`src/rtl/cam_cap_pkg.sv`:
```
package cam_cap_pkg;

   typedef enum logic [1:0] {
      PW_8  = 2'd0,
      PW_10 = 2'd1,
      PW_11 = 2'd2,
      PW_12 = 2'd3
   } pix_width_e;

   typedef enum logic [1:0] {
      LS_NONE = 2'd0,
      LS_TWO  = 2'd1,
      LS_FOUR = 2'd2,
      LS_RSVD = 2'd3
   } lane_shift_e;

   // normalized (active-high) sync levels
   typedef struct packed {
      logic hs;
      logic vs;
      logic fld;
      logic wen;
   } sync_lvl_t;

   localparam int unsigned LANE_STEP = 2;
   localparam int unsigned MIN_BUS_W = 12;

   function automatic logic shift_legal(input logic [1:0] w, input logic [1:0] s);
      return (s == LS_NONE) ||
             ((s == LS_TWO)  && (w == PW_10)) ||
             ((s == LS_FOUR) && (w == PW_8));
   endfunction

   function automatic int unsigned width_bits(input logic [1:0] w);
      case (w)
         PW_8:    return 8;
         PW_10:   return 10;
         PW_11:   return 11;
         default: return 12;
      endcase
   endfunction

endpackage

```
`src/rtl/cam_cap_sync_norm.sv`:
```
module cam_cap_sync_norm
   import cam_cap_pkg::*;
#(
   parameter int unsigned BUS_W       = 12,
   parameter bit          SAMPLE_FALL = 1'b0
) (
   input  logic             clk,
   input  logic             rst_n,
   input  logic             pol_hs_low,
   input  logic             pol_vs_low,
   input  logic             pol_fld_low,
   input  logic [BUS_W-1:0] raw_data,
   input  logic             raw_hs,
   input  logic             raw_vs,
   input  logic             raw_fld,
   input  logic             raw_wen,
   output logic [BUS_W-1:0] cap_data,
   output sync_lvl_t        cap_sync
);

   sync_lvl_t lvl_in;

   always_comb begin
      lvl_in.hs  = raw_hs  ^ pol_hs_low;
      lvl_in.vs  = raw_vs  ^ pol_vs_low;
      lvl_in.fld = raw_fld ^ pol_fld_low;
      lvl_in.wen = raw_wen;
   end

   generate
      if (SAMPLE_FALL) begin : g_fall
         always_ff @(negedge clk or negedge rst_n) begin
            if (!rst_n) begin
               cap_data <= '0;
               cap_sync <= '0;
            end else begin
               cap_data <= raw_data;
               cap_sync <= lvl_in;
            end
         end
      end else begin : g_rise
         always_ff @(posedge clk or negedge rst_n) begin
            if (!rst_n) begin
               cap_data <= '0;
               cap_sync <= '0;
            end else begin
               cap_data <= raw_data;
               cap_sync <= lvl_in;
            end
         end
      end
   endgenerate

endmodule

```
`src/rtl/cam_cap_lane_sel.sv`:
```
module cam_cap_lane_sel
   import cam_cap_pkg::*;
#(
   parameter int unsigned BUS_W = 12
) (
   input  logic [BUS_W-1:0] bus,
   input  logic [1:0]       width_code,
   input  logic [1:0]       shift_code,
   output logic [BUS_W-1:0] pixel,
   output logic             combo_bad
);

   localparam int unsigned SH_W = $clog2(LANE_STEP * 3 + 1);

   logic             legal;
   logic [1:0]       eff_shift;
   logic [SH_W-1:0]  sh_amt;
   logic [BUS_W-1:0] shifted;
   logic [BUS_W-1:0] mask;

   always_comb begin
      legal     = shift_legal(width_code, shift_code);
      combo_bad = ~legal;
      eff_shift = legal ? shift_code : LS_NONE;
      sh_amt    = SH_W'(LANE_STEP) * SH_W'(eff_shift);
      shifted   = bus >> sh_amt;
   end

   always_comb begin
      case (width_code)
         PW_8:    mask = BUS_W'({8{1'b1}});
         PW_10:   mask = BUS_W'({10{1'b1}});
         PW_11:   mask = BUS_W'({11{1'b1}});
         default: mask = BUS_W'({12{1'b1}});
      endcase
   end

   assign pixel = shifted & mask;

endmodule

```
`src/rtl/cam_cap_line_track.sv`:
```
module cam_cap_line_track
   import cam_cap_pkg::*;
#(
   parameter int unsigned BUS_W = 12,
   parameter int unsigned CNT_W = 16
) (
   input  logic             clk,
   input  logic             rst_n,
   input  logic             wen_use,
   input  sync_lvl_t        lvl,
   input  logic [BUS_W-1:0] pixel,
   output logic [BUS_W-1:0] out_data,
   output logic             out_valid,
   output logic             out_sof,
   output logic             out_eol,
   output logic             field_q,
   output logic [CNT_W-1:0] pix_cnt,
   output logic [CNT_W-1:0] line_cnt
);

   logic             hs_q, vs_q;
   logic             hold_v, hold_sof;
   logic [BUS_W-1:0] hold_d;
   logic             sof_pend;

   logic accept, vs_rise, hs_rise, flush, sof_now;

   always_comb begin
      accept  = lvl.hs & lvl.vs & (lvl.wen | ~wen_use);
      vs_rise = lvl.vs & ~vs_q;
      hs_rise = lvl.hs & ~hs_q;
      flush   = hold_v & ~(lvl.hs & lvl.vs);
      sof_now = sof_pend | vs_rise;
   end

   always_ff @(posedge clk or negedge rst_n) begin
      if (!rst_n) begin
         hs_q      <= 1'b0;
         vs_q      <= 1'b0;
         hold_v    <= 1'b0;
         hold_sof  <= 1'b0;
         hold_d    <= '0;
         sof_pend  <= 1'b0;
         out_data  <= '0;
         out_valid <= 1'b0;
         out_sof   <= 1'b0;
         out_eol   <= 1'b0;
         field_q   <= 1'b0;
      end else begin
         hs_q      <= lvl.hs;
         vs_q      <= lvl.vs;
         out_valid <= 1'b0;
         out_sof   <= 1'b0;
         out_eol   <= 1'b0;
         if (accept) begin
            if (hold_v) begin
               out_valid <= 1'b1;
               out_data  <= hold_d;
               out_sof   <= hold_sof;
            end
            hold_v   <= 1'b1;
            hold_d   <= pixel;
            hold_sof <= sof_now;
         end else if (flush) begin
            out_valid <= 1'b1;
            out_data  <= hold_d;
            out_sof   <= hold_sof;
            out_eol   <= 1'b1;
            hold_v    <= 1'b0;
            hold_sof  <= 1'b0;
         end
         if (accept)
            sof_pend <= 1'b0;
         else if (vs_rise)
            sof_pend <= 1'b1;
         if (vs_rise)
            field_q <= lvl.fld;
      end
   end

   always_ff @(posedge clk or negedge rst_n) begin
      if (!rst_n) begin
         pix_cnt  <= '0;
         line_cnt <= '0;
      end else begin
         if (vs_rise || hs_rise)
            pix_cnt <= accept ? CNT_W'(1) : '0;
         else if (accept)
            pix_cnt <= pix_cnt + 1'b1;
         if (vs_rise)
            line_cnt <= '0;
         else if (!accept && flush)
            line_cnt <= line_cnt + 1'b1;
      end
   end

endmodule

```
`src/rtl/cam_sync_capture.sv`:
```
module cam_sync_capture
   import cam_cap_pkg::*;
#(
   parameter int unsigned BUS_W       = 12,
   parameter int unsigned CNT_W       = 16,
   parameter bit          SAMPLE_FALL = 1'b0
) (
   input  logic             clk,
   input  logic             rst_n,
   input  logic [1:0]       cfg_width,
   input  logic [1:0]       cfg_shift,
   input  logic             cfg_hs_low,
   input  logic             cfg_vs_low,
   input  logic             cfg_fld_low,
   input  logic             cfg_wen_use,
   input  logic [BUS_W-1:0] cam_data,
   input  logic             cam_hs,
   input  logic             cam_vs,
   input  logic             cam_fld,
   input  logic             cam_wen,
   output logic [BUS_W-1:0] pix_data,
   output logic             pix_valid,
   output logic             pix_sof,
   output logic             pix_eol,
   output logic             frame_field,
   output logic             cfg_error,
   output logic [CNT_W-1:0] line_pixels,
   output logic [CNT_W-1:0] frame_lines
);

   generate
      if (BUS_W < MIN_BUS_W) begin : g_bad_bus
         $error("cam_sync_capture: BUS_W must be at least 12");
      end
      if (CNT_W < 2) begin : g_bad_cnt
         $error("cam_sync_capture: CNT_W must be at least 2");
      end
   endgenerate

   logic [BUS_W-1:0] cap_data;
   sync_lvl_t        cap_sync;
   logic [BUS_W-1:0] sel_pixel;
   logic             combo_bad;

   cam_cap_sync_norm #(
      .BUS_W       (BUS_W),
      .SAMPLE_FALL (SAMPLE_FALL)
   ) u_norm (
      .clk         (clk),
      .rst_n       (rst_n),
      .pol_hs_low  (cfg_hs_low),
      .pol_vs_low  (cfg_vs_low),
      .pol_fld_low (cfg_fld_low),
      .raw_data    (cam_data),
      .raw_hs      (cam_hs),
      .raw_vs      (cam_vs),
      .raw_fld     (cam_fld),
      .raw_wen     (cam_wen),
      .cap_data    (cap_data),
      .cap_sync    (cap_sync)
   );

   cam_cap_lane_sel #(
      .BUS_W (BUS_W)
   ) u_sel (
      .bus        (cap_data),
      .width_code (cfg_width),
      .shift_code (cfg_shift),
      .pixel      (sel_pixel),
      .combo_bad  (combo_bad)
   );

   cam_cap_line_track #(
      .BUS_W (BUS_W),
      .CNT_W (CNT_W)
   ) u_track (
      .clk       (clk),
      .rst_n     (rst_n),
      .wen_use   (cfg_wen_use),
      .lvl       (cap_sync),
      .pixel     (sel_pixel),
      .out_data  (pix_data),
      .out_valid (pix_valid),
      .out_sof   (pix_sof),
      .out_eol   (pix_eol),
      .field_q   (frame_field),
      .pix_cnt   (line_pixels),
      .line_cnt  (frame_lines)
   );

   always_ff @(posedge clk or negedge rst_n) begin
      if (!rst_n)
         cfg_error <= 1'b0;
      else if (combo_bad)
         cfg_error <= 1'b1;
   end

endmodule

```
`config.mk`:
```
export PLATFORM = sky130hd
export DESIGN_NAME = cam_sync_capture
export DESIGN_NICKNAME = d
export VERILOG_FILES = /design/src/rtl/cam_cap_pkg.sv /design/src/rtl/cam_cap_sync_norm.sv /design/src/rtl/cam_cap_lane_sel.sv /design/src/rtl/cam_cap_line_track.sv /design/src/rtl/cam_sync_capture.sv
export SDC_FILE = /design/constraint.sdc
export NUM_CORES = 1
export LEC_CHECK = 0
export BUFFER_PORTS_ARGS = -buffer_cell sky130_fd_sc_hd__buf_2
export CORE_MARGIN = 2
export CORE_UTILIZATION = 50
export CTS_CLUSTER_DIAMETER = 60
export DETAILED_ROUTE_END_ITERATION = 16
export PLACE_DENSITY = 0.85
export SETUP_SLACK_MARGIN = 0.2
export SYNTH_ARGS = -nofsm -noshare
export SYNTH_HDL_FRONTEND = slang
export SYNTH_HIERARCHICAL = 1
export SYNTH_SLANG_ARGS = --single-unit
```
`constraint.sdc`:
```
create_clock -name clk -period 2.37 [get_ports clk]
set_input_delay 0 -clock clk [delete_from_list [all_inputs] [get_ports clk]]
set_output_delay 0 -clock clk [all_outputs]
set_load 0.05 [all_outputs]
```
* Word-level counts from Yosys, hierarchy flattened
Cells that the tools add are included.
** Word-level totals
- Input bits :: 26
- Logic and storage cells :: 78
- Register bits after elaboration :: 82
- Output and inout bits :: 49
** Cells by class
- Reductions and logical operators :: 14
- Bitwise gates (word level) :: 15
- Shifts and indexed selects :: 1
- Mux-type cells :: 22
- Equality and inequality tests :: 5
- Add/subtract/negate cells :: 2
** Operators by type and width (count)
- 16-bit 2-to-1 mux :: 4
- 12-bit 2-to-1 mux :: 3
- 12-bit case mux with 3 select lines :: 1
- 16-bit by 1-bit adder with 16-bit output (second input constant) :: 2
- 1-bit 2-to-1 mux :: 13
- 12-bit bitwise AND :: 1
- 12-bit by 3-bit right shift with 12-bit output :: 1
- 2-bit nonzero test :: 4
- 1-bit bitwise AND :: 5
- 2-bit by 1-bit == test with 1-bit output (second input constant) :: 2
- 2-bit == test (second input constant) :: 2
- 2-bit logical NOT :: 2
- 1-bit inverter :: 4
- 1-bit logical AND :: 3
- 1-bit logical OR :: 3
- 1-bit XOR :: 3
- 2-bit 2-to-1 mux :: 1
- 2-bit by 1-bit != test with 1-bit output (second input constant) :: 1
- 1-bit bitwise OR :: 2
- 2-bit AND reduction :: 1
- 1-bit logical NOT :: 1

* Longest topological paths before layout
- Depth in word-level cells :: 7
- Gate-level depth with buffers :: 6
- Depth with buffers taken out :: 5

* Cells and area by module
The synthesis kept the hierarchy.
** By module, submodules not included
- cam_cap_line_track :: area each 2832.7 µm², cells each 249, sequential area each 1626.6 µm², times used 1
- cam_cap_sync_norm :: area each 426.7 µm², cells each 19, sequential area each 400.4 µm², times used 1
- cam_cap_lane_sel :: area each 277.8 µm², cells each 39, sequential area each 0.0 µm², times used 1
- cam_sync_capture :: area each 31.3 µm², cells each 2, sequential area each 25.0 µm², times used 1

* Least setup slack after synthesis
Ideal clock, no wire load.
- Path kind :: reg-to-reg
- Start :: register u_track.line_cnt[0]
- End :: register u_track.line_cnt[14]
- Path buffers :: 0
- Setup time :: 0.078 ns
- Data required time :: 2.292 ns
- Arrival :: 1.897 ns
- Cell stages (with the launch flop) :: 6
- Clock period less this slack :: 1.975 ns
- Path slack :: 0.395 ns
- Path through :: dfrtp_1 ha_1 nand3_1 or3_4 or3_1 a21oi_1
** Between the ends
- Word-level cells in the longest chain between the ends :: 3
** RTL lines
- start: declaration :: line cam_cap_line_track.sv:18 : output logic [CNT_W-1:0] line_cnt
- start signal: assignment :: line cam_cap_line_track.sv:93 : line_cnt <= line_cnt + 1'b1;
- 16-bit by 1-bit adder with 16-bit output :: line cam_cap_line_track.sv:93
- 16-bit 2-to-1 mux :: line cam_cap_line_track.sv:92 : else if (!accept && flush)
- 16-bit 2-to-1 mux :: line cam_cap_line_track.sv:90 : if (vs_rise)
No other way between the ends. The select of a mux whose other input is x is not followed.
A chain may end at the register's enable or synchronous reset.

* Worst setup path in the final report
- Start :: register u_norm/cap_sync[2] (netlist name)
- End :: register u_track.line_cnt[12]
** Between the ends
- Word-level cells in the longest chain between the ends :: 5
- Elaborated cells on any way between the ends :: 9
- Those cells by class :: mux: 1; bitwise: 5; reduce/logical: 3
** RTL lines (line)
- 1-bit bitwise AND :: cam_cap_line_track.sv:29, cam_cap_line_track.sv:32
- 1-bit bitwise AND or 1-bit inverter (tied branches) :: cam_cap_line_track.sv:29, cam_cap_line_track.sv:32
- 1-bit logical NOT or 1-bit bitwise AND (tied branches) :: cam_cap_line_track.sv:92, cam_cap_line_track.sv:32
- 1-bit logical AND :: cam_cap_line_track.sv:92
- 2-bit nonzero test (no line)
Parallel ways exist; a longest one is shown, timed or not.

==> results.txt <==
* Status: finished clean
- Count of maximum capacitance violations: 0
* Number of buffers between clock root and the deepest sink: 2
* Leading post-synthesis cells by cell area: dfrtp_1 58%, mux2_2 7.9%, mux2i_1 4.2%, nor2_1 2.7%, a21oi_1 2.7%
* Number of global-route vias before repair: 2752
- Area leader, netlist: dfrtp_1
- The worst hold path begins at cfg_shift[1].
- H-tree Lvls: 3
- Post-detailed-route count of antenna-violating nets: 0
- The clock drives 82 sinks.
* Min-delay worst type: primary input to flip-flop
* Worst Path Required: 2.64 ns
* Drt total wl: 7490 microns
* FILL cells: 525
* Fmax: 0.567 GHz
* Primary flip-flop cell chosen by synthesis mapping: dfrtp_1
- Register bit count reported by yosys: 82
* Final-report setup violation count: 0
- Die extent in x: 88.5 microns
- The cell count after synthesis came out at 309.
- After detailed routing, the average wire length per cell comes to 14.7 microns.
- Clock latency on the worst-skew pair, taken at its later pin, is 0.34 ns.
* Most frequent standard cell in the layout excluding fill and tap cells: dfrtp_1
- Clock tree synthesis selected as its root buffer the cell clkbuf_8.
* Effective utilization at floorplan: 51.9%
- TritonCTS clock tree: built
* Setup repair after global routing missed its margin: false
* Antenna Diode Count: 0
- Crit-path max FO: 10
* Area fraction of the dominant cell type after synthesis: 57.5%
- During synthesis, Yosys emitted a total of 6 warnings.
- Number of antenna violations at the first check in global routing: 0
- The worst setup path is captured at a flip-flop.
* Delay of the slowest cell on the worst path: 0.46 ns
- Number of ports placed on the die boundary: 75
- Final worst setup slack: 0.606 ns
- Tcrit/Tclk final: 74.4%
- Origin of the critical flop-to-flop path: u_norm/cap_sync[2]
* Clock period minus final worst setup slack: 1.76 ns
- Fraction of final layout cells with drive strength greater than 1: 30.0%
* Final hold violation count: 0
* All-Layer GR Usage: 20.5%
- Fraction of registers with async set/reset: 100%
- Total power: 3810 uW
* Cell depth of the worst setup path: 4
* Mean cell area of the mapped netlist: 11.5 sq um
* Pwr dens: 858 mW/mm^2
* Worst Setup EP: u_track/line_cnt[12]
- Port Buf Inserts: 74
- The HPWL after detailed placement is 4940 microns.
* Overflow left after global routing: 0
- In this design, the largest share of critical-path delay is due to simple AND/OR/NAND/NOR gates.
- For this block, the initial DRC count from the detailed router was 84.
- Sequential element share of the synthesized area: 57.5%
- Summed over all cells, the static leakage comes to 0.00202 uW.
- Measured against its own limit, the worst slew margin works out to 33.8%.
* Arr. time, crit path: 2.03 ns
* Commonest cells after routing, fill and taps aside: 82 x dfrtp_1, 73 x buf_2, 26 x nor2_1, 25 x mux2_2, 22 x nand2_1
* Worst reg2reg path endpoint: u_track/line_cnt[12]
- Die Area: 0.00783 sq mm
* Cts bufs inserted: 9
- Post-synth EDFFs: 0
* Worst-case reg-to-reg path depth: 4
- Number of iterations in the first detailed-routing pass: 4
- Buffers & Inverters on Critical Path: 0
- In this run the register-to-register setup slack is 0.61 ns.
- The worst setup path is of the flip-flop to flip-flop kind.
- Across the whole layout, storage elements account for 0.00205 sq mm.
- Layout-stage area growth over the synthesis result: 24.4%
- At the pin with the least slew margin, the transition time is 0.993 ns.
- CP max stage cell: or3_4
- Max rail drop VDD: 0.000772 V
- Post-route clock skew: 0.0136 ns
- The number of setup buffers added after CTS is 0.
- At the placement stage, the worst setup path has a slack of 0.632 ns.
* GPL Wtd Cong: 0.838
- The most critical setup path has its startpoint at u_norm/cap_sync[2].
* Die height: 88.5 microns
- Number of nets at the end of the flow: 437
- Entering global routing, the biggest net connects 83 pins.
- The worst setup path is launched from a flip-flop.
* Area used by multi-input combinational logic: 0.00144 sq mm
- DRC violations left: 0
- Walking the worst path, the cells encountered are a21bo_1 -> or3_4 -> or3_1 -> a21oi_1.
* First-pass GRT wire length: 12500 microns
- Setup total negative slack: 0 ns
- The synthesized netlist occupies a cell area of 0.00357 sq mm.
* Reg clk slew, reported paths: 0.08 ns
- In the routed layout, each cell is associated on average with a via count of 5.35.
- Summing over every cut layer, the via total after detailed routing is 2725.
- Number of rows in the core area: 30
* Distinct cell type count of the synthesized netlist: 40
- The total count of max-transition violations in the final report came to 0.
* Std-Cell Core Area: 0.00687 sq mm
- The number of nets in the synthesized netlist is 337.
[through the flow]
step | util [%] | cells | hold WS, ns | cell area, sq um
after floorplan | - | 309 | -0.296 | 3570
after global placement | 58.8 | 474 | 0.107 | 4040
after detailed placement | 58.8 | 474 | 0.109 | 4040
after CTS | 64.6 | 509 | 0.0294 | 4440
after global routing | 64.6 | 509 | 0.0604 | 4440
final | 64.6 | 509 | 0.0543 | 4440
[tightest hold or removal path, stage by stage]
cell and delay, ns:
buf_2 0.11, a21oi_1 0.04, nor2_1 0.11, or2_1 0.10
[cells in the mapped netlist (3+ instances only)]
master / instances
o31ai_1: 4
o21ai_0: 10
clkbuf_1: 4
nand3_1: 13
and2_1: 3
xnor2_1: 10
nor4_1: 7
nand2_1: 22
buf_2: 3
dfrtp_1: 82
or4_1: 4
nand4_1: 6
xor2_1: 7
mux2_2: 25
or3_1: 11
nor2b_1: 3
nor2_1: 26
inv_1: 5
a21oi_1: 19
and4_1: 3
mux2i_1: 15
[final cells by class]
class,count,area share (%)
Sequential cell,82,46.2
Clock buffer,12,3.04
Inverter,6,0.507
Tap cell,96,2.71
Multi-Input combinational cell,212,32.5
Clock inverter,3,1.47
Timing Repair Buffer,98,13.6
[routing by layer]
metal  global-route usage [%]  routed length (microns)  up-vias
li1                         -                        -     1291
met1                     24.5                     3040     1343
met2                     36.5                     3980       83
met3                     4.76                      369        8
met4                     7.16                       97        0
met5                        0                        0        -
[sequential cells by signal (all words and copies together), names as in the netlist]
name and cells:
u_track/hs_q 1, u_track/hold_sof 1, u_track/pix_cnt 16, u_track/out_data 12, u_track/out_eol 1, u_track/out_sof 1
u_track/field_q 1, u_track/vs_q 1, cfg_error 1, u_norm/cap_data 12, u_track/out_valid 1, u_track/sof_pend 1
u_track/line_cnt 16, u_norm/cap_sync 4, u_track/hold_d 12, u_track/hold_v 1
[what timing repair did]
action	in CTS	in global routing
hold endpoints to repair	98	0
resized for setup	0	0
hold buffers	20	0
[report_power, final]
part / leakage (uW) / switching [uW] / internal, uW
Combinational: 0.000881 / 707 / 317
Sequential: 0.00104 / 123 / 1610
Clock: 0.000100 / 461 / 588
Total: 0.00202 / 1290 / 2520
[logic make-up (layout without fill, tap and decap cells)]
kind of cell / Yosys count / after routing / synth area share [%]
AO/OA/AOI/OAI: 39 / 39 / 6.14
XOR/XNOR: 17 / 17 / 4.17
adder cells (fa/ha/maj): 2 / 2 / 0.701
buffers and inverters: 15 / 119 / 2.10
flip-flops: 82 / 82 / 57.5
multiplexers: 40 / 40 / 12.1
AND/OR/NAND/NOR: 114 / 114 / 17.3
[worst min-delay path by stage]
stage | endpoint | slack (ns) | cells after the start
6_report | cfg_error | 0.05 | 4
5_1_grt | cfg_error | 0.06 | 4
4_1_cts | cfg_error | 0.03 | 4
3_5_place_dp | u_norm/cap_data[5] | 0.11 | 1
3_3_place_gp | u_norm/cap_data[1] | 0.11 | 1
2_1_floorplan | cfg_error | -0.30 | 0
Note: power is estimated with default switching activity, not from simulation.
